===== config.mk =====
export PLATFORM = sky130hd
export DESIGN_NAME = tsv_spare_repair
export DESIGN_NICKNAME = d
export VERILOG_FILES = /design/src/rtl/tsv_repair_pkg.sv /design/src/rtl/tsv_fuse_reg.sv /design/src/rtl/tsv_pair_health.sv /design/src/rtl/tsv_tx_steer.sv /design/src/rtl/tsv_rx_steer.sv /design/src/rtl/tsv_spare_repair.sv
export SDC_FILE = /design/constraint.sdc
export NUM_CORES = 1
export LEC_CHECK = 0
export ABC_AREA = 1
export BUFFER_PORTS_ARGS = -buffer_cell sky130_fd_sc_hd__clkbuf_2
export CAP_MARGIN = 10
export CORE_ASPECT_RATIO = 0.8
export CORE_UTILIZATION = 30
export DETAILED_ROUTE_END_ITERATION = 12
export SLEW_MARGIN = 20
export SYNTH_ARGS = -nofsm -noshare
export SYNTH_HDL_FRONTEND = slang
export SYNTH_SLANG_ARGS = --single-unit

===== constraint.sdc =====
create_clock -name clk -period 1.4 [get_ports clk]
set_input_delay 0.14 -clock clk [delete_from_list [all_inputs] [get_ports clk]]
set_output_delay 0.14 -clock clk [all_outputs]
set_load 0.05 [all_outputs]

===== src/rtl/tsv_repair_pkg.sv =====
package tsv_repair_pkg;

    typedef enum logic {
        FUSE_BLANK = 1'b0,
        FUSE_BURNT = 1'b1
    } fuse_state_e;

endpackage


===== src/rtl/tsv_fuse_reg.sv =====
module tsv_fuse_reg
    import tsv_repair_pkg::*;
#(
    parameter int WIRES = 16
) (
    input  logic             clk,
    input  logic             rst_n,
    input  logic             wr_en,
    input  logic [WIRES-1:0] wr_mask,
    output logic [WIRES-1:0] bad_mask,
    output logic             locked
);

    fuse_state_e state_q, state_d;

    // Next-state logic: PROGRAM moves BLANK to BURNT, HOLD keeps BURNT.
    always_comb begin
        state_d = state_q;
        unique case (state_q)
            FUSE_BLANK: if (wr_en) state_d = FUSE_BURNT;
            FUSE_BURNT: state_d = FUSE_BURNT;
        endcase
    end

    // State register.
    always_ff @(posedge clk or negedge rst_n) begin
        if (!rst_n) state_q <= FUSE_BLANK;
        else        state_q <= state_d;
    end

    // Mask storage: written only on the PROGRAM transition.
    always_ff @(posedge clk or negedge rst_n) begin
        if (!rst_n)                             bad_mask <= '0;
        else if (state_q == FUSE_BLANK && wr_en) bad_mask <= wr_mask;
    end

    // Outputs.
    always_comb begin
        unique case (state_q)
            FUSE_BLANK: locked = 1'b0;
            FUSE_BURNT: locked = 1'b1;
        endcase
    end

    // the first write is captured and locks the register.
    a_r2_first_write_captured: assert property (@(posedge clk) disable iff (!rst_n)
        (!locked && wr_en) |=> (locked && bad_mask == $past(wr_mask)));

    // once locked, the register stays locked.
    a_r2_lock_sticky: assert property (@(posedge clk) disable iff (!rst_n)
        locked |=> locked);

    // writes after locking leave the mask unchanged.
    a_r3_locked_mask_stable: assert property (@(posedge clk) disable iff (!rst_n)
        locked |=> $stable(bad_mask));

    // before the first write, the mask is all zeros.
    a_r1_blank_mask_clear: assert property (@(posedge clk) disable iff (!rst_n)
        !locked |-> (bad_mask == '0));

endmodule


===== src/rtl/tsv_pair_health.sv =====
module tsv_pair_health #(
    parameter int NUM_SIG = 8,
    localparam int WIRES  = 2 * NUM_SIG
) (
    input  logic [WIRES-1:0]   bad_mask,
    output logic [NUM_SIG-1:0] use_spare,
    output logic [NUM_SIG-1:0] fault_sig
);

    for (genvar i = 0; i < NUM_SIG; i++) begin : g_pair
        always_comb begin
            use_spare[i] = bad_mask[2*i];
            fault_sig[i] = bad_mask[2*i] & bad_mask[2*i+1];
        end
    end

endmodule


===== src/rtl/tsv_tx_steer.sv =====
module tsv_tx_steer #(
    parameter int NUM_SIG = 8,
    localparam int WIRES  = 2 * NUM_SIG
) (
    input  logic [NUM_SIG-1:0] sig_in,
    input  logic [NUM_SIG-1:0] use_spare,
    output logic [WIRES-1:0]   wire_out
);

    for (genvar i = 0; i < NUM_SIG; i++) begin : g_tx
        always_comb begin
            wire_out[2*i]   = use_spare[i] ? 1'b0      : sig_in[i];
            wire_out[2*i+1] = use_spare[i] ? sig_in[i] : 1'b0;
        end
    end

endmodule


===== src/rtl/tsv_rx_steer.sv =====
module tsv_rx_steer #(
    parameter int NUM_SIG = 8,
    localparam int WIRES  = 2 * NUM_SIG
) (
    input  logic [WIRES-1:0]   wire_in,
    input  logic [NUM_SIG-1:0] use_spare,
    output logic [NUM_SIG-1:0] sig_out
);

    for (genvar i = 0; i < NUM_SIG; i++) begin : g_rx
        always_comb sig_out[i] = use_spare[i] ? wire_in[2*i+1] : wire_in[2*i];
    end

endmodule


===== src/rtl/tsv_spare_repair.sv =====
module tsv_spare_repair #(
    parameter int NUM_SIG = 8,
    localparam int WIRES  = 2 * NUM_SIG
) (
    input  logic               clk,
    input  logic               rst_n,
    input  logic               cfg_we,
    input  logic [WIRES-1:0]   cfg_bad,
    output logic               cfg_locked,
    input  logic [NUM_SIG-1:0] tx_sig,
    output logic [WIRES-1:0]   phy_tx,
    input  logic [WIRES-1:0]   phy_rx,
    output logic [NUM_SIG-1:0] rx_sig,
    output logic [NUM_SIG-1:0] fault_sig,
    output logic               fault_any
);

    logic [WIRES-1:0]   bad_mask;
    logic [NUM_SIG-1:0] use_spare;

    tsv_fuse_reg #(.WIRES(WIRES)) u_fuse (
        .clk      (clk),
        .rst_n    (rst_n),
        .wr_en    (cfg_we),
        .wr_mask  (cfg_bad),
        .bad_mask (bad_mask),
        .locked   (cfg_locked)
    );

    tsv_pair_health #(.NUM_SIG(NUM_SIG)) u_health (
        .bad_mask  (bad_mask),
        .use_spare (use_spare),
        .fault_sig (fault_sig)
    );

    tsv_tx_steer #(.NUM_SIG(NUM_SIG)) u_tx (
        .sig_in    (tx_sig),
        .use_spare (use_spare),
        .wire_out  (phy_tx)
    );

    tsv_rx_steer #(.NUM_SIG(NUM_SIG)) u_rx (
        .wire_in   (phy_rx),
        .use_spare (use_spare),
        .sig_out   (rx_sig)
    );

    always_comb fault_any = |fault_sig;

    for (genvar i = 0; i < NUM_SIG; i++) begin : g_chk
        // at most one wire of a pair carries the signal.
        a_r4_one_wire_per_pair: assert property (@(posedge clk) disable iff (!rst_n)
            !(phy_tx[2*i] && phy_tx[2*i+1]));

        // a dead pair has moved off its primary wire.
        a_r6_fault_off_primary: assert property (@(posedge clk) disable iff (!rst_n)
            fault_sig[i] |-> !phy_tx[2*i]);

        // before programming, transmit uses the primary wire.
        a_r1_blank_tx_primary: assert property (@(posedge clk) disable iff (!rst_n)
            !cfg_locked |-> (phy_tx[2*i] == tx_sig[i] && !phy_tx[2*i+1]));

        // before programming, receive reads the primary wire.
        a_r5_blank_rx_primary: assert property (@(posedge clk) disable iff (!rst_n)
            !cfg_locked |-> (rx_sig[i] == phy_rx[2*i]));
    end

endmodule


==> impl_metrics.tcl <==
set metrics [dict create \
    status "finished clean" \
    layout.nets 277 \
    multi_input_area_um2 480 \
    port-buffer-count 76 \
    rsz0062_at_grt "no" \
    ys_ff_latch 17 \
    fill_cells 346 \
    synth_seq_area_share_pct 40.0 \
    p_leak_nw 1.06 \
    insertedDiodeCount 0 \
    cp.required_ps 1260 \
    ant_nets 0 \
    yosys.area.top_type "dfrtp_1" \
    cts.clk_slew.worst_paths_ps 60 \
    pre_cts_ws_ps 230 \
    cts-htree-levels 1 \
    cts.sinks 17 \
    timing.slew.headroom_pct 70.2 \
    routedWlPerCell_um 9.29 \
    cts_buffer_depth 2 \
    syn2layout_area_growth_pct 48.1 \
    dieArea_um2 3790 \
    hold_slack_ps 114 \
    regArea_um2 434 \
    post-route-min-period_ps 1350 \
    gr-usage-all-layers_pct 13.4 \
    coreArea_um2 3220 \
    tightestPinTransition_ps 447 \
    clkLatencyLatePin_ps 250 \
    synth_area_um2 1060 \
    period_share_pct 96.2 \
    fin_tns_setup_ps 0 \
    die_h_um 55.3 \
    syn_nets 194 \
    vias 1126 \
    max_clock_freq_ghz 0.742 \
    antenna_found_initial 0 \
    syn_inst 151 \
    cts_root_buf "clkbuf_8" \
    slowest_delay_ps 420 \
    crit_arrival_ps 1210 \
    layout_setup_ws_ps 52.8 \
    grt_pass1_wl_mm 3.91 \
    cts_made_buffers 3 \
    startpoint_type "flip-flop" \
    grt_overflow_total 0 \
    drt_iter0_drc 25 \
    ys_top_cells_by_area "dfrtp_1 (40%), nand2_1 (14%), nand2_2 (12%), inv_1 (11%), nand3_1 (7.5%)" \
    final_common_cell "clkbuf_2" \
    num_rows 18 \
    drive_gt1_share_pct 51.5 \
    route.detailed.drc 0 \
    ir_drop_v 0.000516 \
    start_util_pct 33.1 \
    clock_skew_ps 1.91 \
    syn_avg_cell_area_um2 7.05 \
    path_class "flip-flop to output port" \
    hpwl_mm 1.94 \
    final_cell_mix "clkbuf_2 (73), nand2_1 (35), inv_1 (32)" \
    synth_top_area_share_pct 40.0 \
    grt_start_max_net_pins 19 \
    drt_pre_antenna_iters 4 \
    power_density_nw_per_um2 949 \
    routabilityCongestion 0.677 \
    io_pins 77 \
    end_kind "output port" \
    power_mw 1.50 \
    viasPerCell 4.12 \
    grt_pass1_vias 917 \
    cts_tree "yes" \
    crit_path_cell_trace "buf_4, o21ai_1, buf_2" \
    ys_types 13 \
    setup_viol_count_final 0 \
    ys_warn_count 0 \
    fp.dieW_um 68.6 \
    hold_class "primary input to flip-flop" \
    maxCapViolations 0 \
    hold_viol_final 0 \
    slew_violations 0 \
    wl_mm 2.54 \
    cp_slowest_cell "dfrtp_2" \
    critical_path.max_fanout 4 \
]
registers in the layout, indices dropped and copies added (netlist names):
signal,count
u_fuse.bad_mask,16
u_fuse.state_q,1
what timing repair did:
| item | CTS | global route |
|---|---|---|
| hold buffers | 1 | 0 |
| endpoints found under the hold margin | 17 | 0 |
| buffers inserted | 0 | 5 |
| gates resized for setup | 3 | 18 |
| setup endpoints to repair | 1 | 1 |
| pin swaps | 0 | 3 |
path summary, 6_finish.rpt:
kind | startpoint | end | slack, ps | depth (start not counted)
worst min-delay path | cfg_bad[14] | u_fuse.bad_mask[14]$_DFFE_PN0P_ | 110 | 3
max in group asynchronous | rst_n | u_fuse.bad_mask[0]$_DFFE_PN0P_ | 700 | 2
min in group asynchronous | rst_n | u_fuse.bad_mask[10]$_DFFE_PN0P_ | 370 | 2
worst max register to register | u_fuse.state_q$_DFF_PN0_ | u_fuse.bad_mask[1]$_DFFE_PN0P_ | 370 | 4
worst max-delay path | u_fuse.bad_mask[0]$_DFFE_PN0P_ | rx_sig[0] | 50 | 3
worst min register to register | u_fuse.bad_mask[13]$_DFFE_PN0P_ | u_fuse.bad_mask[13]$_DFFE_PN0P_ | 480 | 2
per-stage QoR:
| stage | instance area (um2) | cells | utilization, % |
|---|---|---|---|
| final | 1580 | 273 | 49.0 |
| after global routing | 1580 | 273 | 49.0 |
| after CTS | 1510 | 268 | 46.9 |
| after detailed placement | 1450 | 263 | 44.9 |
| after global placement | 1450 | 263 | 44.9 |
| after floorplan | 1060 | 151 | - |
area by class of cell:
type | instances | share of cell area (%)
Multi-Input combinational cell | 97 | 30.5
Inverter | 33 | 8.02
Tap cell | 40 | 3.17
Clock buffer | 4 | 2.86
Sequential cell | 17 | 27.5
Timing Repair Buffer | 82 | 27.9
cell usage after synthesis:
cell type	number
buf_12	1
nand3_1	16
nor2_1	10
inv_1	32
nand2_2	20
nand2_8	1
dfrtp_1	17
buf_6	2
or2_1	1
buf_4	1
inv_4	1
nand2_1	41
o21ai_0	8
per-layer routing:
metal	routed length, um	vias to the layer above	track usage [%]
met2	1150	43	21.0
li1	-	608	-
met5	0	-	0
met3	183	2	4.13
met4	10	0	2.68
met1	1200	473	17.9
power by group:
group | total (mW) | internal [mW] | switching, mW
Clock | 0.358 | 0.202 | 0.157
Sequential | 0.582 | 0.536 | 0.0461
Combinational | 0.556 | 0.170 | 0.387
worst max-delay path, delay by kind of cell (launching register included):
family | cells | cell delay (ps)
compound gates | 1 | 120
buf+inv | 2 | 420
flops | 1 | 420
kinds of logic (layout without fill, tap and decap cells):
group / Yosys count / count (layout) / share of synthesized area (%)
AND/OR/NAND/NOR: 89 / 89 / 39.7
buffers and inverters: 37 / 119 / 16.6
flip-flops: 17 / 17 / 40.0
AO/OA/AOI/OAI: 8 / 8 / 3.76
No activity file was read; power rests on OpenSTA's default activity.
